===== src/rtl/pstk_pkg.sv =====
package pstk_pkg;
  typedef enum logic [1:0] {
    SEL_RELOAD = 2'd0,
    SEL_COUNT  = 2'd1,
    SEL_EVENTS = 2'd2,
    SEL_NONE   = 2'd3
  } sel_e;
endpackage


===== src/rtl/pstk_tick_gen.sv =====
module pstk_tick_gen #(
  parameter bit USE_EXT_TICK = 1'b0,
  parameter int SYS_CLK_HZ   = 50_000_000,
  parameter int TICK_HZ      = 20_000_000
) (
  input  logic clk,
  input  logic rst,
  input  logic ext_tick_i,
  output logic tick_o
);
  localparam int ACC_W = $clog2(SYS_CLK_HZ + TICK_HZ + 1);
  localparam logic [ACC_W-1:0] STEP  = ACC_W'(TICK_HZ);
  localparam logic [ACC_W-1:0] LIMIT = ACC_W'(SYS_CLK_HZ);

  generate
    if (USE_EXT_TICK) begin : g_ext
      logic clk_rst_unused;
      assign clk_rst_unused = clk ^ rst;
      assign tick_o = ext_tick_i;
    end else begin : g_div
      logic ext_unused;
      logic [ACC_W-1:0] acc_q;
      logic [ACC_W-1:0] sum;
      logic             tick_q;
      assign ext_unused = ext_tick_i;
      assign sum = acc_q + STEP;

      always_ff @(posedge clk) begin
        if (rst) begin
          acc_q  <= '0;
          tick_q <= 1'b0;
        end else if (sum >= LIMIT) begin
          acc_q  <= sum - LIMIT;
          tick_q <= 1'b1;
        end else begin
          acc_q  <= sum;
          tick_q <= 1'b0;
        end
      end
      assign tick_o = tick_q;
    end
  endgenerate
endmodule


===== src/rtl/pstk_prescale_cnt.sv =====
module pstk_prescale_cnt #(
  parameter int W = 32
) (
  input  logic         clk,
  input  logic         rst,
  input  logic         tick_i,
  input  logic         rel_we_i,
  input  logic         cnt_we_i,
  input  logic [W-1:0] data_i,
  output logic [W-1:0] reload_o,
  output logic [W-1:0] count_o,
  output logic         wrap_o
);
  logic [W-1:0] reload_q;
  logic [W-1:0] count_q;
  logic         at_zero;

  assign at_zero = (count_q == '0);
  assign wrap_o  = tick_i && at_zero;

  always_ff @(posedge clk) begin
    if (rst) begin
      reload_q <= '0;
    end else if (rel_we_i) begin
      reload_q <= data_i;
    end
  end

  always_ff @(posedge clk) begin
    if (rst) begin
      count_q <= '0;
    end else if (cnt_we_i) begin
      count_q <= data_i;
    end else if (tick_i) begin
      count_q <= at_zero ? reload_q : count_q - 1'b1;
    end
  end

  assign reload_o = reload_q;
  assign count_o  = count_q;
endmodule


===== src/rtl/pstk_event_cnt.sv =====
module pstk_event_cnt #(
  parameter int W = 32
) (
  input  logic         clk,
  input  logic         rst,
  input  logic         inc_i,
  input  logic         we_i,
  input  logic [W-1:0] data_i,
  output logic [W-1:0] events_o
);
  logic [W-1:0] events_q;

  always_ff @(posedge clk) begin
    if (rst) begin
      events_q <= '0;
    end else if (we_i) begin
      events_q <= data_i;
    end else if (inc_i) begin
      events_q <= events_q + 1'b1;
    end
  end

  assign events_o = events_q;
endmodule


===== src/rtl/pstk_timer.sv =====
module pstk_timer #(
  parameter int W            = 32,
  parameter bit USE_EXT_TICK = 1'b0,
  parameter int SYS_CLK_HZ   = 50_000_000,
  parameter int TICK_HZ      = 20_000_000
) (
  input  logic         clk,
  input  logic         rst,
  input  logic         ext_tick_i,
  input  logic         wr_en_i,
  input  logic [1:0]   wr_sel_i,
  input  logic [W-1:0] wr_data_i,
  output logic [W-1:0] reload_o,
  output logic [W-1:0] count_o,
  output logic [W-1:0] events_o
);
  import pstk_pkg::*;

  sel_e sel;
  logic tick;
  logic wrap;
  logic rel_we, cnt_we, ev_we;

  assign sel    = sel_e'(wr_sel_i);
  assign rel_we = wr_en_i && (sel == SEL_RELOAD);
  assign cnt_we = wr_en_i && (sel == SEL_COUNT);
  assign ev_we  = wr_en_i && (sel == SEL_EVENTS);

  pstk_tick_gen #(
    .USE_EXT_TICK(USE_EXT_TICK),
    .SYS_CLK_HZ  (SYS_CLK_HZ),
    .TICK_HZ     (TICK_HZ)
  ) u_tick (
    .clk       (clk),
    .rst       (rst),
    .ext_tick_i(ext_tick_i),
    .tick_o    (tick)
  );

  pstk_prescale_cnt #(.W(W)) u_pcnt (
    .clk     (clk),
    .rst     (rst),
    .tick_i  (tick),
    .rel_we_i(rel_we),
    .cnt_we_i(cnt_we),
    .data_i  (wr_data_i),
    .reload_o(reload_o),
    .count_o (count_o),
    .wrap_o  (wrap)
  );

  pstk_event_cnt #(.W(W)) u_ecnt (
    .clk     (clk),
    .rst     (rst),
    .inc_i   (wrap),
    .we_i    (ev_we),
    .data_i  (wr_data_i),
    .events_o(events_o)
  );
endmodule


===== config.mk =====
export PLATFORM = sky130hd
export DESIGN_NAME = pstk_timer
export DESIGN_NICKNAME = d
export VERILOG_FILES = /design/src/rtl/pstk_pkg.sv /design/src/rtl/pstk_tick_gen.sv /design/src/rtl/pstk_prescale_cnt.sv /design/src/rtl/pstk_event_cnt.sv /design/src/rtl/pstk_timer.sv
export SDC_FILE = /design/constraint.sdc
export NUM_CORES = 1
export LEC_CHECK = 0
export BUFFER_PORTS_ARGS = -buffer_cell sky130_fd_sc_hd__clkbuf_2
export CORE_ASPECT_RATIO = 1.4
export CORE_MARGIN = 3
export CORE_UTILIZATION = 50
export CTS_CLUSTER_SIZE = 28
export DETAILED_ROUTE_END_ITERATION = 8
export PLACE_DENSITY = 0.73
export SLEW_MARGIN = 20
export SYNTH_ARGS = -nofsm -noshare
export SYNTH_HDL_FRONTEND = slang
export SYNTH_HIERARCHICAL = 1
export SYNTH_SLANG_ARGS = --single-unit

===== constraint.sdc =====
create_clock -name clk -period 6.01 [get_ports clk]
set_clock_uncertainty 0.05 [all_clocks]
set_input_delay 1.202 -clock clk [delete_from_list [all_inputs] [get_ports clk]]
set_output_delay 1.202 -clock clk [all_outputs]
set_load 0.01 [all_outputs]

==> results of run 1 <==
synthesized netlist by cell type (all sizes together) (16+ instances only):
cell	instances	area, um2
a211oi	22	175
a21oi	47	235
buf	16	106
clkbuf	48	180
dfxtp	117	2340
inv	20	75.1
mux2i	36	360
nand2	48	180
nand3	26	148
nor2	131	494
nor3	27	135
nor3b	35	273
nor4	20	146
o21ai	41	209
xnor2	39	342
registers in the layout, summed over array words and instances (netlist names):
name                flops
u_ecnt/events_o        32
u_pcnt/count_o         32
u_pcnt/reload_o        32
u_tick/g_div.acc_q     20
u_tick/tick_o           1
critical path, cell delays in order (launching register included):
cell                       delay (ns)
sky130_fd_sc_hd__dfxtp_1         0.37
sky130_fd_sc_hd__nor4_1          0.80
sky130_fd_sc_hd__nand4_1         0.33
sky130_fd_sc_hd__nor4_4          0.29
sky130_fd_sc_hd__and2_1          0.49
sky130_fd_sc_hd__nand3_2         0.20
sky130_fd_sc_hd__or4_1           0.69
sky130_fd_sc_hd__or4_1           0.45
sky130_fd_sc_hd__a311oi_1        0.25
through the flow:
stage / total power (uW) / hold slack, ns / util, %
after floorplan: 2790 / 0.484 / -
after global placement: 3240 / 0.447 / 56.9
after detailed placement: 3270 / 0.459 / 56.9
after CTS: 4280 / 0.473 / 61.0
after global routing: 4600 / 0.499 / 61.0
final: 4290 / 0.473 / 61.0
final timing paths:
| kind | startpoint | end | cells after the start |
|---|---|---|---|
| worst min register to register | u_pcnt/reload_o[15]$_SDFFE_PP0P_ | u_pcnt/reload_o[15]$_SDFFE_PP0P_ | 2 |
| worst max register to register | u_pcnt/count_o[17]$_SDFFE_PP0P_ | u_ecnt/events_o[17]$_SDFFE_PP0P_ | 8 |
| worst max-delay path | u_pcnt/count_o[17]$_SDFFE_PP0P_ | u_ecnt/events_o[17]$_SDFFE_PP0P_ | 8 |
| worst min-delay path | u_pcnt/reload_o[15]$_SDFFE_PP0P_ | u_pcnt/reload_o[15]$_SDFFE_PP0P_ | 2 |
power groups by stage:
| stage | logic (uW) | registers [uW] | clock network, uW |
|---|---|---|---|
| after floorplan | 1710 | 1090 | 0 |
| after global placement | 2100 | 1140 | 0 |
| after detailed placement | 2120 | 1150 | 0 |
| after CTS | 2140 | 1130 | 1010 |
| after global routing | 2390 | 1160 | 1060 |
| final | 2160 | 1140 | 992 |
kinds of logic (layout without fill, tap and decap cells):
family	count (synthesis)	count (layout)	share of synthesized area (%)
simple gates	387	387	28.9
mux	36	36	4.90
xor+xnor	54	54	6.43
buf+inv	85	196	4.96
fa+ha+maj	7	7	1.19
flops	117	117	31.8
compound gates	225	225	21.8
final cells by class:
| type | instances | area share, % |
|---|---|---|
| clock inverters | 14 | 1.80 |
| repair buffers | 143 | 8.63 |
| multi-input cells | 709 | 53.9 |
| flip-flops and latches | 117 | 27.1 |
| well taps | 185 | 2.68 |
| clock buffers | 18 | 4.97 |
| inverters | 21 | 0.912 |
routing by layer:
metal / track usage, % / vias up
met5: 0 / -
met2: 45.6 / 270
met1: 32.2 / 3509
met4: 10.4 / 0
li1: - / 3590
met3: 5.48 / 46
==> results.json, run 1 <==
{
  "outcome": "complete, no violations",
  "cts.reportedPaths.clkPinSlew_ns": 0.06,
  "path_max_fanout": 13,
  "first_global_vias": 6845,
  "switch_share_pct": 43.6,
  "layout_min_cycle_time_ns": 4.02,
  "combPwrFrac_pct": 50.4,
  "htreeDepth": 4,
  "setup_viol_count_final": 0,
  "final.fill_count": 1332,
  "synth_seq_area_share_pct": 31.8,
  "routed_wire_length_per_instance_um": 18.1,
  "finish.cell_count_without_fillers": 1207,
  "row_count": 51,
  "ff_latch_count_synth": 117,
  "num-nets-final": 1054,
  "die_w_um": 109,
  "crit_end_element": "flop",
  "clockBufferDepth": 2,
  "area.growth.synth_to_final_pct": 17.4,
  "grt_start_max_net_pins": 66,
  "ff_latch_area_um2": 2340,
  "rsz_0062_raised_after_global_routing": "no",
  "floorplan.initialDensity_pct": 52.0,
  "core_region_area_um2": 14200,
  "grt_pass1_wl_um": 34600,
  "cts_bufs_inserted": 17,
  "gp_routability_congestion": 0.936,
  "drt-vias-per-instance": 6.14,
  "met3WireLength_um": 1530,
  "slew_of_the_pin_with_the_lowest_slew_margin_ns": 1.09,
  "slew_headroom_pct": 26.6,
  "synthesis.area_um2": 7360,
  "pre_cts_slack_ns": 2.08,
  "post_dp_cell_area_um2": 8060,
  "placed_cells_incl_taps": 1175,
  "internal_power_uw": 2420,
  "tritoncts": "yes",
  "fp.dieArea_um2": 16200,
  "critPathKind": "flop to flop",
  "drtAntennaViolNets": 0,
  "detailedRoute.firstIterationViolations": 777,
  "final_area_um2": 8640,
  "switching_power_uw": 1870,
  "layout.cells.most_common_list": "sky130_fd_sc_hd__clkbuf_2, sky130_fd_sc_hd__nor2_1, sky130_fd_sc_hd__dfxtp_1, sky130_fd_sc_hd__nand2_1, sky130_fd_sc_hd__a21oi_1",
  "seq_power_share_pct": 26.5,
  "max_freq_ghz": 0.249,
  "cap_viol_max_count": 0,
  "cts_sinks": 117,
  "cts_post_setup_buffers_inserted": 0,
  "holdBufCountCts": 0,
  "placement.io_buffers": 132,
  "synth-async-reset-ratio_pct": 0,
  "dr_wl_met2_um": 10900,
  "power.share.clock_pct": 23.1,
  "yosys_most_used_dff": "sky130_fd_sc_hd__dfxtp_1",
  "antenna_cells_inserted": 0,
  "grt_usage_pct": 26.5,
  "timing.final.crit_share_pct": 67.0,
  "first_pass_iters": 7,
  "number_of_flops_mapped_to_enable_cells_by_yosys": 0,
  "synth_cell_types": 84,
  "hold_class": "flop to flop",
  "synth.net_count": 956,
  "post_route_cells_drive_above_1_share_pct": 20.2,
  "timing.critical_path.arrival_ns": 4.28,
  "power.density_nw_per_um2": 496,
  "die-height_um": 150,
  "vias": 7415,
  "syn-instance-count": 911,
  "worst_path_setup_slack_after_routing_ns": 1.99,
  "initial_antenna_violation_count": 0,
  "cp.required_ns": 6.27,
  "synth_area_per_cell_um2": 8.08,
  "ios": 134,
  "topRoutingLayerUsed": "met4",
  "tns_ns": 0,
  "layout_commonest_cell": "sky130_fd_sc_hd__clkbuf_2",
  "wirelength_um": 21800,
  "maxSlewViolCount": 0,
  "ff2ff_setup_slack_ns": 1.99,
  "cts.root.buffer_cell": "sky130_fd_sc_hd__clkbuf_16",
  "drt_drc_violations_left": 0,
  "routedLengthMet1_um": 8820,
  "dpl_hpwl_um": 15700,
  "timing.critical_path.from_type": "flop",
  "post_cts_resized": 0,
  "clock_insertion_delay_worst_skew_ns": 0.41,
  "gr-total-overflow": 0,
  "synth.yosys.warnings": 6,
  "power_leakage_uw": 0.00334,
  "multi_input_comb_area_um2": 4660,
  "finalHoldViolCount": 0,
  "ir_drop_uv": 249
}
No activity file was read; power rests on OpenSTA's default activity.
==> run 2: changes to the inputs <==
clock period = 3.8 ns   (was 6.01 ns; I/O delays follow)
==> run 2 against run 1 <==
First-iteration DRC count is 19% lower. Hold slack worse by 0.0014 ns. Sequential power is 56% higher. Global-route usage is 0.50 points higher. Wire length is 1.7% higher. Die area stayed put. Maximum frequency is 14% higher. Clock power is 67% higher. Via count hardly changed. Sequential share of layout area is 0.41 points lower. Non-clock buffer count is 14 higher. Combinational power is 65% higher. Critical endpoint unchanged. Highest routed layer unchanged.
==> results.json, run 2 (same netlist as run 1, synthesis figures left out) <==
{
  "layout_min_cycle_time_ns": 3.54,
  "dpl_hpwl_um": 15900,
  "outcome": "complete, no violations",
  "vias": 7416,
  "worst_r2r_path_depth": 8,
  "combPwrFrac_pct": 50.9,
  "critical_path.cell_chain": "or4_4 > or2_2 > nor4_4 > and2_1 > nand3_2 > or4_1 > or4_1 > a311oi_1",
  "seq_power_share_pct": 25.5,
  "cts.root.buffer_cell": "sky130_fd_sc_hd__clkbuf_16",
  "ios": 134,
  "pre_cts_slack_ns": 0.297,
  "clockBufferDepth": 2,
  "worst_path_setup_slack_after_routing_ns": 0.256,
  "switching_power_uw": 2980,
  "cts.reportedPaths.clkPinSlew_ns": 0.06,
  "wirelength_um": 22200,
  "placement.io_buffers": 132,
  "power.density_nw_per_um2": 798,
  "path_common_cell": "sky130_fd_sc_hd__or4_1",
  "num-nets-final": 1068,
  "timing.final.crit_share_pct": 93.3,
  "drt_drc_violations_left": 0,
  "tns_ns": 0,
  "grt_start_max_net_pins": 74,
  "crit_path_top_delay_cell": "sky130_fd_sc_hd__or4_1",
  "area.growth.synth_to_final_pct": 19.2,
  "placed_cells_incl_taps": 1189,
  "crit_path_start": "u_pcnt/count_o[8]$_SDFFE_PP0P_",
  "hold_class": "flop to flop",
  "clock_insertion_delay_worst_skew_ns": 0.41,
  "core_region_area_um2": 14200,
  "gr-total-overflow": 0,
  "die_w_um": 109,
  "drtAntennaViolNets": 0,
  "total_power_uw": 7000,
  "power.share.clock_pct": 23.7,
  "layout_commonest_cell": "sky130_fd_sc_hd__clkbuf_2",
  "cts_post_setup_buffers_inserted": 0,
  "cp-endpoint": "u_ecnt/events_o[17]$_SDFFE_PP0P_",
  "first_global_vias": 6945,
  "first_pass_iters": 5,
  "setup_viol_count_final": 0,
  "post_route_cells_drive_above_1_share_pct": 21.1,
  "routed_wire_length_per_instance_um": 18.2,
  "critPathKind": "flop to flop",
  "finalHoldViolCount": 0,
  "cpPeakStageDelay_ns": 0.69,
  "grt_pass1_wl_um": 35000,
  "detailedRoute.firstIterationViolations": 630,
  "finish.cell_count_without_fillers": 1221,
  "tritoncts": "yes",
  "fp.dieArea_um2": 16200,
  "htreeDepth": 4,
  "power_leakage_uw": 0.00342,
  "critical_path.reg2reg.endpoint": "u_ecnt/events_o[17]$_SDFFE_PP0P_",
  "r2r-start": "u_pcnt/count_o[8]$_SDFFE_PP0P_",
  "cts_sinks": 117,
  "crit_end_element": "flop",
  "layout.cells.most_common_list": "sky130_fd_sc_hd__clkbuf_2, sky130_fd_sc_hd__nor2_1, sky130_fd_sc_hd__dfxtp_1, sky130_fd_sc_hd__nand2_1, sky130_fd_sc_hd__a21oi_1",
  "cap_viol_max_count": 0,
  "row_count": 51,
  "initial_antenna_violation_count": 0,
  "switch_share_pct": 42.6,
  "ir_drop_uv": 483,
  "maxSlewViolCount": 0,
  "antenna_cells_inserted": 0,
  "post_cts_resized": 0,
  "cp.required_ns": 4.07,
  "holdBufCountCts": 0,
  "internal_power_uw": 4020,
  "slew_of_the_pin_with_the_lowest_slew_margin_ns": 0.801,
  "floorplan.initialDensity_pct": 52.0,
  "rsz_0062_raised_after_global_routing": "no",
  "die-height_um": 150,
  "drt-vias-per-instance": 6.07,
  "path_max_fanout": 8,
  "gp_routability_congestion": 0.925,
  "timing.critical_path.arrival_ns": 3.81,
  "max_freq_ghz": 0.282,
  "cts_bufs_inserted": 17,
  "timing.critical_path.from_type": "flop",
  "hold_slack_ns": 0.472,
  "ff2ff_setup_slack_ns": 0.26,
  "grt_usage_pct": 27.0,
  "slew_headroom_pct": 46.4
}
run 2: cell type report:
| type | instances | area (um2) |
|---|---|---|
| flip-flops and latches | 117 | 2340 |
| inverters | 21 | 78.8 |
| fillers | 1293 | 5390 |
| repair buffers | 157 | 851 |
| well taps | 185 | 231 |
| clock buffers | 21 | 460 |
| multi-input cells | 709 | 4660 |
| clock inverters | 11 | 151 |
run 2: worst min path at each step:
stage / from / endpoint / slack (ns) / cells past startpoint
3_3_place_gp: u_pcnt/reload_o[12]$_SDFFE_PP0P_ / u_pcnt/reload_o[12]$_SDFFE_PP0P_ / 0.45 / 2
2_1_floorplan: u_ecnt/events_o[18]$_SDFFE_PP0P_ / u_ecnt/events_o[18]$_SDFFE_PP0P_ / 0.48 / 2
3_5_place_dp: u_pcnt/reload_o[18]$_SDFFE_PP0P_ / u_pcnt/reload_o[18]$_SDFFE_PP0P_ / 0.46 / 2
4_1_cts: u_pcnt/reload_o[3]$_SDFFE_PP0P_ / u_pcnt/reload_o[3]$_SDFFE_PP0P_ / 0.48 / 2
6_report: u_pcnt/reload_o[5]$_SDFFE_PP0P_ / u_pcnt/reload_o[5]$_SDFFE_PP0P_ / 0.47 / 2
5_1_grt: u_pcnt/reload_o[5]$_SDFFE_PP0P_ / u_pcnt/reload_o[5]$_SDFFE_PP0P_ / 0.50 / 2
run 2: worst max-delay path, delay by kind of cell (launching register included):
kind | cells | cell delay (ns)
flops | 1 | 0.36
compound gates | 1 | 0.25
simple gates | 7 | 2.78
run 2: layer usage:
layer	GRT usage [%]	part of all wire [%]	up-vias
li1	-	-	3614
met1	32.1	41	3475
met2	45.5	49	271
met3	6.17	6.8	56
met4	13.1	3.6	0
met5	0	0	-
run 2: through the flow:
stage	area (um2)	utilization (%)
floorplan	7360	-
global placement	8160	57.6
detailed placement	8160	57.6
CTS	8770	61.9
global route	8770	61.9
finish	8770	61.9
run 2: power by group through the flow:
| stage | Sequential, uW | Combinational (uW) | Clock, uW |
|---|---|---|---|
| final | 1780 | 3560 | 1660 |
| after global routing | 1830 | 3900 | 1740 |
| after CTS | 1780 | 3520 | 1680 |
| after detailed placement | 1800 | 3490 | 0 |
| after global placement | 1790 | 3480 | 0 |
| after floorplan | 1720 | 2700 | 0 |
